**src/rtl/mpram_pkg.sv**
```systemverilog
package mpram_pkg;

  typedef enum logic [1:0] {
    COLL_OLD   = 2'd0,
    COLL_NEW   = 2'd1,
    COLL_UNDEF = 2'd2
  } coll_mode_e;

  // transparency wins over undefined-on-collision
  function automatic coll_mode_e coll_mode(input logic transp, input logic collx);
    if (transp) return COLL_NEW;
    if (collx) return COLL_UNDEF;
    return COLL_OLD;
  endfunction

endpackage

```
**src/rtl/mpram_array.sv**
```systemverilog
module mpram_array #(
  parameter int unsigned DATA_W = 8,
  parameter int unsigned ADDR_W = 4,
  parameter int unsigned NUM_RD = 2
) (
  input  logic                       clk_i,
  input  logic [DATA_W-1:0]          wr_be_i,
  input  logic [ADDR_W-1:0]          wr_addr_i,
  input  logic [DATA_W-1:0]          wr_data_i,
  input  logic [NUM_RD*ADDR_W-1:0]   rd_addr_i,
  output logic [NUM_RD*DATA_W-1:0]   rd_old_o
);
  localparam int unsigned DEPTH = 1 << ADDR_W;

  logic [DATA_W-1:0] mem_q [DEPTH];

  always_ff @(posedge clk_i) begin
    for (int b = 0; b < DATA_W; b++) begin
      if (wr_be_i[b]) mem_q[wr_addr_i][b] <= wr_data_i[b];
    end
  end

  for (genvar p = 0; p < NUM_RD; p++) begin : g_rd
    assign rd_old_o[p*DATA_W +: DATA_W] = mem_q[rd_addr_i[p*ADDR_W +: ADDR_W]];
  end

endmodule

```
**src/rtl/mpram_rd_port.sv**
```systemverilog
module mpram_rd_port #(
  parameter int unsigned            DATA_W     = 8,
  parameter int unsigned            ADDR_W     = 4,
  parameter mpram_pkg::coll_mode_e  MODE       = mpram_pkg::COLL_OLD,
  parameter bit                     GATED      = 1'b0,
  parameter bit                     X_SIM      = 1'b0,
  parameter logic [DATA_W-1:0]      INIT       = '0,
  parameter logic [DATA_W-1:0]      ARST       = '0,
  parameter logic [DATA_W-1:0]      SRST       = '0
) (
  input  logic              clk_i,
  input  logic              rst_ni,
  input  logic              srst_i,
  input  logic              en_i,
  input  logic [ADDR_W-1:0] addr_i,
  input  logic [DATA_W-1:0] old_i,
  input  logic [DATA_W-1:0] wr_be_i,
  input  logic [ADDR_W-1:0] wr_addr_i,
  input  logic [DATA_W-1:0] wr_data_i,
  output logic [DATA_W-1:0] data_o
);
  logic              hit;
  logic [DATA_W-1:0] rd_val;
  logic [DATA_W-1:0] data_q = INIT;

  assign hit = (|wr_be_i) && (addr_i == wr_addr_i);

  always_comb begin
    rd_val = old_i;
    if (hit) begin
      unique case (MODE)
        mpram_pkg::COLL_NEW:   rd_val = (old_i & ~wr_be_i) | (wr_data_i & wr_be_i);
        mpram_pkg::COLL_UNDEF: rd_val = X_SIM ? 'x : old_i;
        default:               rd_val = old_i;
      endcase
    end
  end

  always_ff @(posedge clk_i or negedge rst_ni) begin
    if (!rst_ni) begin
      data_q <= ARST;
    end else if (GATED) begin
      if (en_i) data_q <= srst_i ? SRST : rd_val;
    end else begin
      if (srst_i)    data_q <= SRST;
      else if (en_i) data_q <= rd_val;
    end
  end

  assign data_o = data_q;

endmodule

```
**src/rtl/mpram.sv**
```systemverilog
module mpram #(
  parameter int unsigned               DATA_W      = 8,
  parameter int unsigned               ADDR_W      = 4,
  parameter int unsigned               NUM_RD      = 2,
  parameter logic [NUM_RD-1:0]         TRANSP_MASK = '0,
  parameter logic [NUM_RD-1:0]         COLLX_MASK  = '0,
  parameter logic [NUM_RD-1:0]         SRST_GATED  = '0,
  parameter bit                        COLL_X_SIM  = 1'b1,
  parameter logic [NUM_RD*DATA_W-1:0]  INIT_VAL    = '0,
  parameter logic [NUM_RD*DATA_W-1:0]  ARST_VAL    = '0,
  parameter logic [NUM_RD*DATA_W-1:0]  SRST_VAL    = '0
) (
  input  logic                       clk_i,
  input  logic [NUM_RD-1:0]          rd_rst_ni,
  input  logic [NUM_RD-1:0]          rd_srst_i,
  input  logic [NUM_RD-1:0]          rd_en_i,
  input  logic [NUM_RD*ADDR_W-1:0]   rd_addr_i,
  output logic [NUM_RD*DATA_W-1:0]   rd_data_o,
  input  logic [DATA_W-1:0]          wr_be_i,
  input  logic [ADDR_W-1:0]          wr_addr_i,
  input  logic [DATA_W-1:0]          wr_data_i
);
  logic [NUM_RD*DATA_W-1:0] rd_old;

  mpram_array #(
    .DATA_W(DATA_W), .ADDR_W(ADDR_W), .NUM_RD(NUM_RD)
  ) u_array (
    .clk_i     (clk_i),
    .wr_be_i   (wr_be_i),
    .wr_addr_i (wr_addr_i),
    .wr_data_i (wr_data_i),
    .rd_addr_i (rd_addr_i),
    .rd_old_o  (rd_old)
  );

  for (genvar p = 0; p < NUM_RD; p++) begin : g_port
    mpram_rd_port #(
      .DATA_W (DATA_W),
      .ADDR_W (ADDR_W),
      .MODE   (mpram_pkg::coll_mode(TRANSP_MASK[p], COLLX_MASK[p])),
      .GATED  (SRST_GATED[p]),
      .X_SIM  (COLL_X_SIM),
      .INIT   (INIT_VAL[p*DATA_W +: DATA_W]),
      .ARST   (ARST_VAL[p*DATA_W +: DATA_W]),
      .SRST   (SRST_VAL[p*DATA_W +: DATA_W])
    ) u_rd (
      .clk_i     (clk_i),
      .rst_ni    (rd_rst_ni[p]),
      .srst_i    (rd_srst_i[p]),
      .en_i      (rd_en_i[p]),
      .addr_i    (rd_addr_i[p*ADDR_W +: ADDR_W]),
      .old_i     (rd_old[p*DATA_W +: DATA_W]),
      .wr_be_i   (wr_be_i),
      .wr_addr_i (wr_addr_i),
      .wr_data_i (wr_data_i),
      .data_o    (rd_data_o[p*DATA_W +: DATA_W])
    );
  end

endmodule

```
**config.mk**
```make
export PLATFORM = sky130hd
export DESIGN_NAME = mpram
export DESIGN_NICKNAME = d
export VERILOG_FILES = /design/src/rtl/mpram_pkg.sv /design/src/rtl/mpram_array.sv /design/src/rtl/mpram_rd_port.sv /design/src/rtl/mpram.sv
export SDC_FILE = /design/constraint.sdc
export NUM_CORES = 1
export LEC_CHECK = 0
export BUFFER_PORTS_ARGS = -buffer_cell sky130_fd_sc_hd__buf_4
export CORE_MARGIN = 10
export CORE_UTILIZATION = 25
export CTS_CLUSTER_DIAMETER = 150
export DETAILED_ROUTE_END_ITERATION = 8
export SLEW_MARGIN = 15
export SYNTH_ARGS = -nofsm -noshare
export SYNTH_HDL_FRONTEND = slang
export SYNTH_SLANG_ARGS = --single-unit
```
**constraint.sdc**
```tcl
create_clock -name clk_i -period 1.15 [get_ports clk_i]
set_input_delay 0.23 -clock clk_i [delete_from_list [all_inputs] [get_ports clk_i]]
set_output_delay 0.23 -clock clk_i [all_outputs]
set_load 0.005 [all_outputs]
```
# After elaboration in Yosys (flattened, before gate mapping)
# Memory sizes are Yosys's and may differ from the RTL's.
# Index checks and enable logic that the tools add are counted.
[totals]
reg_bits = 16
latch_bits = 0
ram_bits = 128
romBits = 0
input_bits = 35
word_cells = 25
memories = 1
[classes]
n_addsub = 0
mul = 0
n_div = 0
order_cmp = 0
eq_ne = 0
shift = 0
muxes = 20
n_bitwise = 0
n_reduce_logical = 2
[memory_table]
columns = ["memory", "depth", "word_bits", "rd", "rd_clocked_by_memory_dff", "wr", "line_no", "source"]
rows = [
  ["u_array.mem_q", 16, 8, 2, 0, 1, "mpram_array.sv:15", "logic [DATA_W-1:0] mem_q [DEPTH];"],
]
[op_table]
columns = ["op", "n"]
rows = [
  ["$mux 8", 4],
  ["$mux 1", 16],
  ["$reduce_bool 2->1", 2],
]

# Logic depth before layout (Yosys ltp)
# Gate-level depths: netlist (run 1).
# An unclocked memory read counts as a cell.
[logic_depth]
word_depth = 3
mapped_depth = 7

# Modules after synthesis
# A second synthesis (run 1) with hierarchy kept.
[unflattened]
cells_unflattened = 478
hier_area_um2 = 7498.4
[by_module_without_submodules]
columns = ["module", "instances", "cells_per_inst", "area_per_inst_um2", "seq_area_each_um2"]
rows = [
  ["mpram_array", 1, 426, 6847.8, 3843.7],
  ["mpram_rd_port", 2, 26, 325.3, 200.2],
]

# Least setup slack after synthesis (run 1)
# No wires, ideal clock.
[synth_path]
path_kind = "in2reg"
from = "input port rd_addr_i[0]"
to = "register g_port[0].u_rd.data_q[1]"
arrival_time_ps = 1136
required_time_ps = 1026
setup_slack_ps = -110
cell_stages = 7
path_cell_list = "buf_4 -> buf_4 -> buf_4 -> mux2i_1 -> nand2_1 -> nand3_1 -> nand3_1"
[synth_via]
elab_chain_len = 3
[synth_rtl]
columns = ["item", "line_no", "source"]
rows = [
  ["from (decl)", "mpram.sv:17", "input logic [NUM_RD*ADDR_W-1:0] rd_addr_i,"],
  ["$mem_v2 16x8", "-", ""],
  ["$mux 8", "mpram_rd_port.sv:46", "else if (en_i) data_q <= rd_val;"],
  ["$mux 8", "mpram_rd_port.sv:45", "if (srst_i) data_q <= SRST;"],
  ["to (signal assigned)", "mpram_rd_port.sv:43", "if (en_i) data_q <= srst_i ? SRST : rd_val;"],
  ["to (signal assigned)", "mpram_rd_port.sv:46", ""],
  ["to (decl)", "mpram_rd_port.sv:24", "logic [DATA_W-1:0] data_q = INIT;"],
]
# Every way passes these cells. The select of a mux whose other input is x is not followed.
# A chain may end at the register's enable or synchronous reset.

==> results of run 1 <==
[power by group]
part / leakage (nW) / switching, mW / total (mW) / internal, mW
registers: 1.36 / 0.0926 / 5.94 / 5.85
logic: 2.18 / 0.742 / 1.41 / 0.671
clock network: 0.286 / 2.08 / 5.44 / 3.36
[registers in the layout, indices dropped and copies added (netlist names)]
register and cells:
u_array.mem_q 128, g_port.u_rd.data_o 16
[per-layer routing]
layer / GRT usage / wire length, um / vias up
met2: 0.193 / 10800 / 128
met3: 0.0230 / 1100 / 24
met4: 0.0441 / 411 / 0
met1: 0.144 / 9770 / 2614
met5: 0 / 0 / -
li1: - / - / 2490
[area by class of cell]
class	instances	area share
Clock buffer	18	0.0445
Clock inverter	14	0.0153
Multi-Input combinational cell	436	0.323
Sequential cell	144	0.440
Tap cell	390	0.0506
Timing Repair Buffer	134	0.127
[per-stage QoR]
step / power, mW / util / hold WS, ns / instances / instance area [sq um]
2_1_floorplan: 6.68 / - / -0.0656 / 614 / 7610
3_3_place_gp: 7.39 / 0.302 / 0.0855 / 1097 / 8950
3_5_place_dp: 7.40 / 0.302 / 0.0883 / 1097 / 8950
4_1_cts: 12.9 / 0.326 / 0.0969 / 1137 / 9650
5_1_grt: 13.2 / 0.325 / 0.115 / 1136 / 9640
6_report: 12.8 / 0.325 / 0.112 / 1136 / 9640
[worst max path at each step]
stage                                     from                        to  slack [ns]  cells past startpoint
after global routing      u_array.mem_q[10][4]  g_port[0].u_rd.data_o[4]       -0.19                      3
final                     u_array.mem_q[10][4]  g_port[0].u_rd.data_o[4]       -0.14                      3
after detailed placement          rd_addr_i[7]  g_port[1].u_rd.data_o[2]       -0.27                      6
after global placement            wr_addr_i[2]      u_array.mem_q[11][4]       -0.26                      5
after CTS                 u_array.mem_q[10][4]  g_port[0].u_rd.data_o[4]       -0.15                      3
after floorplan           u_array.mem_q[15][4]  g_port[0].u_rd.data_o[4]      -0.009                      3
[cells by family (layout without fill, tap and decap cells)]
kind of cell / count (synthesis) / in the layout / synth area share
flops: 144 / 144 / 0.566
compound gates: 62 / 62 / 0.0524
mux: 124 / 124 / 0.175
buf+inv: 34 / 166 / 0.0247
simple gates: 250 / 250 / 0.182
[what timing repair did]
| action | 4_1_cts | 5_1_grt |
|---|---|---|
| hold buffers | 2 | 0 |
| setup buffers | 6 | 1 |
| resized for setup | 16 | 2 |
| endpoints found under the setup margin | 18 | 19 |
| pin swaps | 0 | 3 |
| hold endpoints to repair | 16 | 0 |
[synth_stat cells, drive strengths merged (4+ instances only)]
cell type / instances
dfrtp: 16
a22oi: 28
and2: 130
nor2b: 4
mux2i: 118
mux4: 6
buf: 20
edfxtp: 128
a21oi: 28
nor3: 6
nor2: 13
nand2b: 4
nand2: 46
clkbuf: 14
nand3: 42
[worst max-delay path, stage by stage (launching register included)]
cell	delay [ns]
edfxtp_1	0.41
mux4_2	0.46
mux2i_1	0.20
o211ai_1	0.10
==> summary.txt, run 1 <==
Status
  • Status: finished, violations left
  • Failing checks: setup timing

Synthesis
  • Async SR Flop Fraction: 0.111
  • Share of the synthesized area in the top cell type: 0.512
  • Dominant synthesized flop cell: edfxtp_1
  • Syn Nets: 649
  • Synth area leader: edfxtp_1
  • Post-Syn Area: 7500 sq um
  • Largest cells by area after synthesis: edfxtp_1 (51%), mux2i_1 (16%), and2_1 (11%)
  • Part of the Yosys area used for sequential elements: 0.566
  • Mean Syn Cell Area: 12.2 sq um
  • Synth cell types: 23
  • Number of synthesized register bits: approximately 140
  • Post-synth EDFFs: between 100 and 150
  • Yosys warnings: 0
  • Mapped Cells: 614

STA
  • Final worst slack: -0.144 ns
  • Max Freq: 773 MHz
  • Unrepaired setup endpoints after global routing: yes
  • Final hold violation count: 0
  • Final Setup Violations: 16
  • Slew HR: 0.822
  • Minimum clock period: roughly 1.3 ns
  • Max-slew violation count: 0
  • Skew final: 0.00651 ns
  • Final period util: 1.13
  • Worst slew pin tran: 0.267 ns
  • Fin Setup TNS: -0.758 ns

Drt
  • Pre-Repair DR Iteration Count: 5
  • Via-per-instance ratio: 4.63
  • Drt drc: 0
  • Avg WL per Cell: 19.4 um
  • DRT iter0 DRCs: 470
  • Post-DRT Antenna Nets: 0
  • Vias: 5,256
  • WL final: 22,100 um

Setup path
  • Data required, critical path: 1.44 ns
  • Reg2Reg Capture Point: g_port[0].u_rd.data_o[4]
  • Critical path type: flop to flop
  • Crit-path max FO: 2
  • Internal reg-to-reg setup slack: -0.14 ns
  • Crit path arrival time: 1.59 ns
  • Crit. End Element: flop
  • Nature of the critical path startpoint: flop
  • R2r startpoint: u_array.mem_q[10][4]
  • Reg2Reg Depth: 3

GRT
  • Total gr overflow: 0
  • First-pass GRT wire length: 33,000 um
  • Overall routing resource usage: 0.116
  • Antenna violations before repair: 0
  • Vias in the first global route: approximately 5,400
  • Largest net degree at the start of global routing: 34

Clock tree
  • Clk slew on worst S/H paths: 0.06 ns
  • CTS buffer count: 17
  • Worst-skew pair later-pin latency: 0.42 ns
  • H-tree depth: 4
  • Clock Sinks: 144
  • CTS tree: done
  • Clock buffer depth: 2
  • Root Driver: clkbuf_16

Min path
  • Hold Crit Class: primary input to flop
  • Hold Path Cell Cnt: 1
  • Hold endpoint: u_array.mem_q[4][2]
  • HP Start: wr_data_i[2]

Final layout
  • Layout cells sized above 1: 0.235
  • Multi-input gate area: 3110 sq um
  • Area Growth Syn to Fin: 28.6%
  • Commonest non-fill, non-tap cell in the layout: and2_1
  • Reg area: roughly 4200 sq um
  • ANT cells: 0
  • Commonest non-fill, non-tap cells in the layout: and2_1 (130), edfxtp_1 (128), mux2i_1 (118), buf_4 (104), nand2_1 (46)
  • Final nets: 768
  • Fill cell count: 2,982

Floorplan
  • Initial core utilization: 0.253
  • IO Pins: just over 50
  • Core Area: between 20,000 and 30,000 sq um
  • Die Ht: 193 um
  • Die extent in x: 193 um
  • Full die area: approximately 37,000 sq um
  • Rows: 63

Power
  • Maximum vdd drop: 0.00120 V
  • Pwr Density: 1330 nW/um^2
  • Leak Pwr: roughly 3.8 nW

Place
  • Dpl hpwl: 15,300 um
  • # port buffers: 50
  • RePlAce Congestion: 0.812
  • Dpl ws: -0.274 ns

Job
  • Max cap viols: 0
No activity file was read; power rests on OpenSTA's default activity.
==> run 2: changes to the inputs <==
--- a/config.mk
+++ b/config.mk
@@ -10,6 +10,7 @@
 export CORE_UTILIZATION = 25
 export CTS_CLUSTER_DIAMETER = 150
 export DETAILED_ROUTE_END_ITERATION = 8
+export SETUP_SLACK_MARGIN = 0.15
 export SLEW_MARGIN = 15
 export SYNTH_ARGS = -nofsm -noshare
 export SYNTH_HDL_FRONTEND = slang
==> summary.txt, run 2 (same netlist as run 1, synthesis figures left out) <==
STA
  • Final worst slack: -0.139 ns (was -0.144 ns)
  • Hold WS: 0.0973 ns (was 0.112 ns)
  • Unrepaired setup endpoints after global routing: yes (unchanged)
  • Final Setup Violations: 18 (was 16)
  • Slew HR: 0.801 (was 0.822)
  • Max-slew violation count: 0 (unchanged)
  • Fin Setup TNS: -0.812 ns (was -0.758 ns)
  • Max Freq: 776 MHz (was 773 MHz)
  • Minimum clock period: 1.29 ns (about the same)
  • Final period util: 1.12 (was 1.13)
  • Worst slew pin tran: 0.296 ns (was 0.267 ns)
  • Final hold violation count: 0 (unchanged)
  • Skew final: 0.00667 ns (was 0.00651 ns)

Drt
  • Drt drc: 0 (unchanged)
  • Met1 Wirelength: 10,100 um (was 9770 um)
  • Uppermost routed layer: met4 (unchanged)
  • Pre-Repair DR Iteration Count: 5 (unchanged)
  • Vias: 5,315 (was 5,256)
  • Via-per-instance ratio: 4.68 (was 4.63)
  • Post-DRT Antenna Nets: 0 (unchanged)
  • Met2 Routed Length: 11,000 um (was 10,800 um)
  • Avg WL per Cell: 20.3 um (was 19.4 um)
  • Met3 routed WL: 1580 um (was 1100 um)
  • DRT iter0 DRCs: 426 (was 470)
  • WL final: 23,100 um (was 22,100 um)

Clock tree
  • Root Driver: clkbuf_16 (unchanged)
  • H-tree depth: 4 (unchanged)
  • CTS buffer count: 17 (unchanged)
  • Clock Sinks: 144 (unchanged)
  • Worst-skew pair later-pin latency: 0.43 ns (was 0.42 ns)
  • Clk slew on worst S/H paths: 0.06 ns (about the same)
  • CTS tree: done (unchanged)
  • Clock buffer depth: 2 (unchanged)

Setup path
  • Slowest-stage cell, CP: mux4_2 (unchanged)
  • Crit-path max FO: 2 (unchanged)
  • Max stage delay on crit path: 0.48 ns (was 0.46 ns)
  • Data required, critical path: 1.45 ns (was 1.44 ns)
  • CP Cell Sequence: mux4_2, mux2i_1, o211ai_1 (unchanged)
  • Nature of the critical path startpoint: flop (unchanged)
  • Crit. End Element: flop (unchanged)
  • Crit path arrival time: 1.59 ns (about the same)
  • Critical path type: flop to flop (unchanged)

Final layout
  • Area Growth Syn to Fin: 32.9% (was 28.6%)
  • ANT cells: 0 (unchanged)
  • Final design utilization: 0.336 (was 0.325)
  • Final nets: 768 (unchanged)
  • Number of flip-flops under the largest register name: 128 (unchanged)
  • Final Non-Filler Cells: 1,136 (unchanged)
  • Biggest register: u_array.mem_q (unchanged)
  • Fill cell count: 2,968 (was 2,982)
  • Commonest non-fill, non-tap cell in the layout: and2_1 (unchanged)
  • Commonest non-fill, non-tap cells in the layout: and2_1 (130), edfxtp_1 (128), mux2i_1 (117), buf_4 (89), nand2_1 (46) (was and2_1 (130), edfxtp_1 (128), mux2i_1 (118), buf_4 (104), nand2_1 (46))
  • Fin area: 9970 sq um (was 9640 sq um)
  • Layout cells sized above 1: 0.260 (was 0.235)

Floorplan
  • Initial core utilization: 0.253 (unchanged)
  • IO Pins: 51 (unchanged)
  • Die extent in x: 193 um (unchanged)
  • Full die area: 37,300 sq um (unchanged)
  • Core Area: 29,600 sq um (unchanged)
  • Rows: 63 (unchanged)
  • Die Ht: 193 um (unchanged)

GRT
  • First-pass GRT wire length: 34,300 um (was 33,000 um)
  • Largest net degree at the start of global routing: 26 (was 34)
  • Total gr overflow: 0 (unchanged)
  • Vias in the first global route: 5,547 (was 5,382)
  • Antenna violations before repair: 1 (was 0)
  • Overall routing resource usage: 0.121 (was 0.116)

Power
  • Maximum vdd drop: 0.000895 V (was 0.00120 V)
  • Leak Pwr: 3.93 nW (was 3.84 nW)
  • Pwr Density: 1330 nW/um^2 (about the same)
  • Power, Total: 13.3 mW (was 12.8 mW)

Place
  • Dpl ws: -0.257 ns (was -0.274 ns)
  • # port buffers: 50 (unchanged)
  • Dpl cell area: 9190 sq um (was 8950 sq um)
  • Dpl hpwl: 15,800 um (was 15,300 um)
  • RePlAce Congestion: 0.796 (was 0.812)
  • Placed insts: 1,094 (was 1,097)

Status
  • Status: finished, violations left (unchanged)
  • Failing checks: setup timing (unchanged)

Job
  • Max cap viols: 0 (unchanged)

Min path
  • Hold Crit Class: primary input to flop (unchanged)
## run 2: cell count changes in the layout (fill, tap and decap cells not counted), sizes merged
cell / before / now
clkinv: 10 / 4
clkbuf: 18 / 22
bufinv: 3 / 4
clkinvlp: 1 / 2
## run 2: cell type report
cell class / count / area (sq um) / share of cell area
clock buffer: 22 / 464 / 0.0466
sequential: 144 / 4250 / 0.426
clock inverter: 10 / 159 / 0.0159
timing repair buffer: 134 / 1390 / 0.140
multi-input combinational: 436 / 3220 / 0.323
tap: 390 / 488 / 0.0489
## run 2: where the power goes
group | total (mW) | switching (mW) | internal (mW) | leakage [nW]
Sequential | 5.94 | 0.0915 | 5.85 | 1.37
Combinational | 1.52 | 0.791 | 0.729 | 2.27
Clock | 5.85 | 2.11 | 3.74 | 0.300
Total | 13.3 | 3.00 | 10.3 | 3.93
## run 2: per-layer routing
metal  up-vias  global-route usage
met2       181               0.195
met4         0              0.0461
met5         -                   0
met3        31              0.0303
met1      2612               0.153
li1       2491                   -
## run 2: repair_timing
action | CTS | global route
hold buffers | 2 | 0
endpoints found under the setup margin | 19 | 32
resized for setup | 18 | 4
setup buffers | 4 | 4
endpoints found under the hold margin | 16 | 0
pin swaps | 0 | 31
## run 2: path summary, 6_finish.rpt
path,slack (ns),cells past startpoint,start,end
setup / recovery,-0.14,3,u_array.mem_q[8][4],g_port[0].u_rd.data_o[4]
hold / removal,0.1,1,wr_data_i[1],u_array.mem_q[13][1]
setup reg to reg,-0.14,3,u_array.mem_q[8][4],g_port[0].u_rd.data_o[4]
hold reg to reg,0.52,2,g_port[1].u_rd.data_o[0],g_port[1].u_rd.data_o[0]
max in group asynchronous,0.75,2,rd_rst_ni[0],g_port[0].u_rd.data_o[7]
min in group asynchronous,0.19,2,rd_rst_ni[0],g_port[0].u_rd.data_o[6]
## run 2: critical path, delay by kind of cell (launching register included)
kind / cells / cell delay (ns)
mux: 2 / 0.66
flops: 1 / 0.41
compound gates: 1 / 0.10
